## config.mk

```make
export PLATFORM = sky130hd
export DESIGN_NAME = sync_tx_steer
export DESIGN_NICKNAME = d
export VERILOG_FILES = /design/src/rtl/sync_tx_pkg.sv /design/src/rtl/sync_tx_regs.sv /design/src/rtl/sync_tx_div.sv /design/src/rtl/sync_tx_shifter.sv /design/src/rtl/sync_tx_steer.sv
export SDC_FILE = /design/constraint.sdc
export NUM_CORES = 1
export LEC_CHECK = 0
export BUFFER_PORTS_ARGS = -buffer_cell sky130_fd_sc_hd__buf_2
export CELL_PAD_IN_SITES_DETAIL_PLACEMENT = 1
export CELL_PAD_IN_SITES_GLOBAL_PLACEMENT = 1
export CORE_ASPECT_RATIO = 1.25
export CORE_UTILIZATION = 47
export CTS_CLUSTER_SIZE = 30
export DETAILED_ROUTE_END_ITERATION = 8
export PLACE_DENSITY = 0.9
export SETUP_SLACK_MARGIN = 0.05
export SYNTH_ARGS = -nofsm -noshare
export SYNTH_HDL_FRONTEND = slang
export SYNTH_SLANG_ARGS = --single-unit
```

## constraint.sdc

```tcl
create_clock -name clk -period 4.3 [get_ports clk]
set_input_delay 0.43 -clock clk [delete_from_list [all_inputs] [get_ports clk]]
set_output_delay 0.43 -clock clk [all_outputs]
set_load 0.005 [all_outputs]
```

## src/rtl/sync_tx_pkg.sv

```systemverilog
package sync_tx_pkg;

    localparam int SEL_W    = 2;
    localparam int NUM_PINS = 1 << SEL_W;
    localparam int DIV_MID  = 8;
    localparam int DIV_SLOW = 32;
    localparam int CNT_W    = $clog2(DIV_SLOW);

    typedef enum logic [1:0] {
        ADDR_BUF   = 2'd0,
        ADDR_MODE  = 2'd1,
        ADDR_ROUTE = 2'd2,
        ADDR_ACK   = 2'd3
    } reg_addr_e;

    // Mode register image, bit 7 down to bit 0.
    typedef struct packed {
        logic       irq_on_empty;
        logic       line_inv;
        logic       data_inv;
        logic       msb_first;
        logic       lead_rise;
        logic [1:0] presc;
        logic       tx_en;
    } mode_t;

    typedef enum logic [1:0] {
        ST_IDLE = 2'd0,
        ST_LOW  = 2'd1,
        ST_HIGH = 2'd2
    } sh_state_e;

    function automatic logic [CNT_W:0] div_of(input logic [1:0] presc);
        case (presc)
            2'b00:   div_of = (CNT_W+1)'(1);
            2'b01:   div_of = (CNT_W+1)'(DIV_MID);
            default: div_of = (CNT_W+1)'(DIV_SLOW);
        endcase
    endfunction

endpackage

```

## src/rtl/sync_tx_regs.sv

```systemverilog
module sync_tx_regs
    import sync_tx_pkg::*;
#(
    parameter int DATA_W = 8
) (
    input  logic              clk,
    input  logic              rst,
    input  logic              wr_en,
    input  logic [1:0]        wr_addr,
    input  logic [DATA_W-1:0] wr_data,
    input  logic              load,
    input  logic              done,
    input  logic              busy,
    output mode_t             mode_o,
    output logic [SEL_W-1:0]  sel_act_o,
    output logic              cts_en_o,
    output logic [DATA_W-1:0] buf_o,
    output logic              buf_empty_o,
    output logic              irq_o
);

    logic [SEL_W-1:0] sel_pend;
    logic wr_buf, wr_mode, wr_route, wr_ack, irq_set;

    always_comb begin
        wr_buf   = wr_en && (reg_addr_e'(wr_addr) == ADDR_BUF);
        wr_mode  = wr_en && (reg_addr_e'(wr_addr) == ADDR_MODE);
        wr_route = wr_en && (reg_addr_e'(wr_addr) == ADDR_ROUTE);
        wr_ack   = wr_en && (reg_addr_e'(wr_addr) == ADDR_ACK);
        irq_set  = mode_o.irq_on_empty ? load : done;
    end

    always_ff @(posedge clk) begin
        if (rst) begin
            mode_o      <= '0;
            sel_pend    <= '0;
            sel_act_o   <= '0;
            cts_en_o    <= 1'b0;
            buf_o       <= '0;
            buf_empty_o <= 1'b1;
            irq_o       <= 1'b0;
        end else begin
            if (wr_mode) begin
                mode_o <= mode_t'(wr_data[7:0]);
            end
            if (wr_route) begin
                sel_pend <= wr_data[SEL_W:1];
                cts_en_o <= wr_data[0];
            end
            // Steering is applied only between bytes.
            if (!busy) begin
                sel_act_o <= sel_pend;
            end
            if (wr_buf) begin
                buf_o       <= wr_data;
                buf_empty_o <= 1'b0;
            end else if (load) begin
                buf_empty_o <= 1'b1;
            end
            if (irq_set) begin
                irq_o <= 1'b1;
            end else if (wr_ack) begin
                irq_o <= 1'b0;
            end
        end
    end

    assert_sel_hold_R11: assert property (@(posedge clk) disable iff (rst)
        (sel_act_o != $past(sel_act_o)) |-> !$past(busy));

    assert_irq_empty_R9: assert property (@(posedge clk) disable iff (rst)
        (load && mode_o.irq_on_empty) |=> irq_o);

    assert_irq_ack_R13: assert property (@(posedge clk) disable iff (rst)
        (wr_ack && !irq_set) |=> !irq_o);

    assert_buf_fill_R2: assert property (@(posedge clk) disable iff (rst)
        wr_buf |=> !buf_empty_o);

endmodule

```

## src/rtl/sync_tx_div.sv

```systemverilog
module sync_tx_div
    import sync_tx_pkg::*;
(
    input  logic       clk,
    input  logic       rst,
    input  logic       clear,
    input  logic [1:0] presc,
    output logic       tick
);

    logic [CNT_W-1:0] cnt;
    logic [CNT_W:0]   div_val;

    always_comb begin
        div_val = div_of(presc);
        tick    = !clear && ({1'b0, cnt} == div_val - 1'b1);
    end

    always_ff @(posedge clk) begin
        if (rst || clear || tick) begin
            cnt <= '0;
        end else begin
            cnt <= cnt + 1'b1;
        end
    end

    assert_tick_gap_R6: assert property (@(posedge clk) disable iff (rst)
        (tick && div_val != 1) |=> (!tick || div_val == 1));

endmodule

```

## src/rtl/sync_tx_shifter.sv

```systemverilog
module sync_tx_shifter
    import sync_tx_pkg::*;
#(
    parameter int DATA_W = 8
) (
    input  logic              clk,
    input  logic              rst,
    input  logic              tick,
    input  logic              tx_en,
    input  logic              cts_en,
    input  logic [SEL_W-1:0]  sel_act,
    input  logic              cts_n,
    input  logic              buf_empty,
    input  logic [DATA_W-1:0] buf_data,
    input  logic              msb_first,
    output logic              load,
    output logic              done,
    output logic              busy,
    output logic              sck_int,
    output logic              bit_o,
    output logic              txreg_empty
);

    localparam int BIT_W = $clog2(DATA_W);
    localparam logic [BIT_W-1:0] LAST = BIT_W'(DATA_W - 1);

    sh_state_e         state;
    logic [DATA_W-1:0] shreg;
    logic [BIT_W-1:0]  bit_cnt;
    logic              msb_l;
    logic              start_ok, byte_end;

    always_comb begin
        start_ok = tx_en && !buf_empty && (!cts_en || (sel_act != '0) || !cts_n);
        byte_end = (state == ST_HIGH) && tick && (bit_cnt == LAST);
        load     = start_ok && ((state == ST_IDLE) || byte_end);
        done     = byte_end && !start_ok;
        busy     = (state != ST_IDLE);
        sck_int  = (state != ST_LOW);
        bit_o    = msb_l ? shreg[DATA_W-1] : shreg[0];
    end

    always_ff @(posedge clk) begin
        if (rst) begin
            state       <= ST_IDLE;
            shreg       <= '0;
            bit_cnt     <= '0;
            msb_l       <= 1'b0;
            txreg_empty <= 1'b1;
        end else if (load) begin
            state       <= ST_LOW;
            shreg       <= buf_data;
            bit_cnt     <= '0;
            msb_l       <= msb_first;
            txreg_empty <= 1'b0;
        end else begin
            case (state)
                ST_LOW: begin
                    if (tick) state <= ST_HIGH;
                end
                ST_HIGH: begin
                    if (tick) begin
                        if (bit_cnt == LAST) begin
                            state       <= ST_IDLE;
                            txreg_empty <= 1'b1;
                        end else begin
                            shreg   <= msb_l ? (shreg << 1) : (shreg >> 1);
                            bit_cnt <= bit_cnt + 1'b1;
                            state   <= ST_LOW;
                        end
                    end
                end
                default: state <= ST_IDLE;
            endcase
        end
    end

    assert_load_enabled_R1: assert property (@(posedge clk) disable iff (rst)
        load |-> tx_en);

    assert_load_full_R2: assert property (@(posedge clk) disable iff (rst)
        load |-> !buf_empty);

    assert_cts_gate_R8: assert property (@(posedge clk) disable iff (rst)
        (load && cts_en && sel_act == '0) |-> !cts_n);

    assert_idle_rest_R5: assert property (@(posedge clk) disable iff (rst)
        (state == ST_IDLE) |-> (sck_int && txreg_empty));

endmodule

```

## src/rtl/sync_tx_steer.sv

```systemverilog
module sync_tx_steer
    import sync_tx_pkg::*;
#(
    parameter int DATA_W = 8
) (
    input  logic                clk,
    input  logic                rst,
    input  logic                wr_en,
    input  logic [1:0]          wr_addr,
    input  logic [DATA_W-1:0]   wr_data,
    input  logic                cts_n,
    output logic                txd,
    output logic [NUM_PINS-1:0] clk_pins,
    output logic                buf_empty,
    output logic                txreg_empty,
    output logic                irq
);

    mode_t             mode;
    logic [SEL_W-1:0]  sel_act;
    logic              cts_en;
    logic [DATA_W-1:0] buf_data;
    logic              load, done, busy, sck_int, bit_raw, tick;

    sync_tx_regs #(.DATA_W(DATA_W)) u_regs (
        .clk         (clk),
        .rst         (rst),
        .wr_en       (wr_en),
        .wr_addr     (wr_addr),
        .wr_data     (wr_data),
        .load        (load),
        .done        (done),
        .busy        (busy),
        .mode_o      (mode),
        .sel_act_o   (sel_act),
        .cts_en_o    (cts_en),
        .buf_o       (buf_data),
        .buf_empty_o (buf_empty),
        .irq_o       (irq)
    );

    sync_tx_div u_div (
        .clk   (clk),
        .rst   (rst),
        .clear (!busy),
        .presc (mode.presc),
        .tick  (tick)
    );

    sync_tx_shifter #(.DATA_W(DATA_W)) u_shift (
        .clk         (clk),
        .rst         (rst),
        .tick        (tick),
        .tx_en       (mode.tx_en),
        .cts_en      (cts_en),
        .sel_act     (sel_act),
        .cts_n       (cts_n),
        .buf_empty   (buf_empty),
        .buf_data    (buf_data),
        .msb_first   (mode.msb_first),
        .load        (load),
        .done        (done),
        .busy        (busy),
        .sck_int     (sck_int),
        .bit_o       (bit_raw),
        .txreg_empty (txreg_empty)
    );

    // Data inversion touches only bits in flight; line inversion touches all.
    always_comb begin
        txd = (busy ? (bit_raw ^ mode.data_inv) : 1'b1) ^ mode.line_inv;
    end

    for (genvar gi = 0; gi < NUM_PINS; gi++) begin : g_pin
        assign clk_pins[gi] = (sel_act == SEL_W'(gi)) ? (sck_int ^ mode.lead_rise) : 1'b1;
    end

    assert_one_low_pin_R7: assert property (@(posedge clk) disable iff (rst)
        $countones(~clk_pins) <= 1);

endmodule

```

==> results_dict.tcl <==
set metrics [dict create \
    tightestPinTransition_ps 1080 \
    die_height_um 74.7 \
    r2r-end "u_shift.shreg[4]" \
    die_area_mm2 0.00450 \
    synth-edff-count 0 \
    rr_worst_depth 8 \
    wirelength_mm 4.61 \
    wl_per_cell_um 16.1 \
    ys_seq_area_share_pct 43.3 \
    fin_tns_setup_ps 0 \
    grt_max_degree 37 \
    timing.fmax_mhz 413 \
    ys_types 39 \
    post_dp_cell_area_mm2 0.00214 \
    hold_viol 0 \
    seq_area_um2 861 \
    cp.required_ps 4480 \
    rsz0062_at_grt "no" \
    path_max_fanout 9 \
    nets 248 \
    finalSetupViolations 0 \
    hold_start "wr_data[6]" \
    hold_class "primary input to flip-flop" \
    fill_cells 476 \
    leakagePower_nw 0.890 \
    cts-htree-levels 2 \
    drive_gt1_share_pct 17.7 \
    hold_depth 3 \
    drv_slew 0 \
    cts_buffer_depth 2 \
    p_per_area_mw_per_mm2 368 \
    multiInputGateArea_mm2 0.00109 \
    cts_resized 0 \
    start_kind "flip-flop" \
    irDropWorstVdd_mv 0.199 \
    max-cap-violations 0 \
    status "finished, final reports clean" \
    antenna_found_initial 0 \
    finalCritPeriodShare_pct 56.3 \
    drtIter0Drc 23 \
    synth-main-ff-cell "dfxtp_1" \
    postSynthCellCount 210 \
    period_minus_slack_ps 2420 \
    hold_slack_ps 384 \
    synth_nets 228 \
    dr.pass1.iters 4 \
    cts_inserted_buffers 5 \
    insertion_delay_ps 290 \
    cts_root_buf "clkbuf_8" \
    synth_area_per_cell_um2 9.47 \
    diodes 0 \
    worst-setup-path-type "flip-flop to flip-flop" \
    final_area_mm2 0.00227 \
    clock_sinks 43 \
    dp_hpwl_mm 3.47 \
    start_util_pct 48.9 \
    port_buffers 21 \
    clock_skew_ps 4.52 \
    layout_common_cells "43 x dfxtp_1, 39 x nor2_1, 28 x mux2i_1" \
    postCtsSetupRepairBufs 0 \
    area_growth_syn_to_layout_pct 14.2 \
    ios 22 \
    grt_pass1_vias 1580 \
    rr_startpoint "u_regs.mode_o[1]" \
    syn_area_mm2 0.00199 \
    crit_path_end_kind "flip-flop" \
    synth_warnings 0 \
    die_x_um 60.2 \
    slew_headroom_pct 27.8 \
    mostFrequentLayoutCell "dfxtp_1" \
    antenna_left 0 \
    synth-seq-cells 43 \
    grtUsageTotal_pct 22.1 \
    hold_buffers 0 \
    row_count 26 \
    synthArstFlopShare_pct 0 \
    drc 0 \
    place_congestion 0.806 \
    cts_tree "built" \
    grt_pass1_wl_mm 7.25 \
    clk_pin_slew_worst_paths_ps 80 \
    post_drt_via_cell_ratio 5.60 \
    worstPathArrival_ps 2600 \
    num_vias 1607 \
    coreArea_mm2 0.00407 \
    hold_end "u_regs.buf_o[6]" \
    reg2reg_slack_ps 1880 \
    grt-ovfl-total 0 \
]
-- per-stage QoR --
| step | worst slack, ps | power, mW | util, % | instances |
|---|---|---|---|---|
| 2_1_floorplan | 2160 | 0.456 | - | 210 |
| 3_3_place_gp | 2000 | 0.474 | 52.6 | 279 |
| 3_5_place_dp | 1880 | 0.476 | 52.6 | 279 |
| 4_1_cts | 1860 | 0.840 | 55.8 | 287 |
| 5_1_grt | 1750 | 0.861 | 55.8 | 287 |
| 6_report | 1880 | 0.836 | 55.8 | 287 |
-- cell usage after synthesis, types with 2 or more instances --
| library cell | number | area (um^2) |
|---|---|---|
| a21oi_1 | 11 | 55.1 |
| o21ai_0 | 4 | 20.0 |
| ha_1 | 4 | 50.1 |
| xnor2_1 | 5 | 43.8 |
| nand3b_1 | 3 | 22.5 |
| inv_1 | 4 | 15.0 |
| a221o_1 | 7 | 70.1 |
| clkbuf_1 | 5 | 18.8 |
| nand2b_1 | 3 | 18.8 |
| nand3_1 | 6 | 30.0 |
| nand2_1 | 9 | 33.8 |
| xor2_1 | 4 | 35.0 |
| nand4_1 | 2 | 12.5 |
| dfxtp_1 | 43 | 861 |
| buf_1 | 3 | 11.3 |
| nor3_1 | 7 | 35.0 |
| mux2i_1 | 28 | 280 |
| nor3b_1 | 2 | 15.0 |
| or3_1 | 2 | 12.5 |
| nor2_1 | 39 | 146 |
-- flip-flops by register name (all words and copies together) (netlist names) --
name / count
u_regs.cts_en_o: 1
u_shift.bit_cnt: 3
u_regs.buf_o: 8
u_shift.txreg_empty: 1
u_regs.buf_empty_o: 1
u_regs.irq_o: 1
u_shift.shreg: 8
u_shift.state: 2
u_div.cnt: 5
u_shift.msb_l: 1
u_regs.sel_pend: 2
u_regs.mode_o: 8
u_regs.sel_act_o: 2
-- worst max-delay path, cell delays in order (launching register included) --
cell	delay, ps
dfxtp_1	340
nor2_1	240
inv_1	80
ha_1	310
xnor2_1	130
nor2_2	370
o221a_2	280
o22ai_2	140
a221o_1	410
-- cells by family after synthesis --
logic type,count (synthesis),share of synthesized area (%)
AO/OA/AOI/OAI,30,12.1
XOR/XNOR,9,3.96
adder cells (fa/ha/maj),4,2.52
buffers and inverters,12,2.27
flip-flops,43,43.3
multiplexers,28,14.1
AND/OR/NAND/NOR,84,21.7
-- routing by layer --
metal | GRT usage, % | wire length, um | up-vias
met2 | 40.2 | 2440 | 26
met3 | 4.30 | 97 | 13
met4 | 8.53 | 114 | 0
met5 | 0 | 0 | -
li1 | - | - | 786
met1 | 25.0 | 1960 | 782
-- worst max-delay path by stage --
stage,startpoint,to,slack [ps],cells past startpoint
finish,u_regs.mode_o[1],u_shift.shreg[4],1880,8
floorplan,u_regs.mode_o[1],u_shift.shreg[0],2160,8
detailed placement,u_regs.mode_o[1],u_shift.shreg[4],1880,8
CTS,u_regs.mode_o[1],u_shift.shreg[4],1860,8
global placement,u_regs.mode_o[1],u_shift.shreg[3],2000,8
global route,u_regs.mode_o[1],u_shift.shreg[4],1750,8
-- final cells by class --
class | instances | area share [%]
multi-input cells | 155 | 47.9
flip-flops and latches | 43 | 37.9
repair buffers | 21 | 4.63
clock buffers | 6 | 3.20
well taps | 56 | 3.09
clock inverters | 2 | 2.64
inverters | 4 | 0.661
-- where the power goes --
group | switching, mW | internal, mW | total [mW]
sequential | 0.00570 | 0.405 | 0.411
combinational | 0.0333 | 0.0222 | 0.0556
clock | 0.137 | 0.232 | 0.369
No activity file was read; power rests on OpenSTA's default activity.
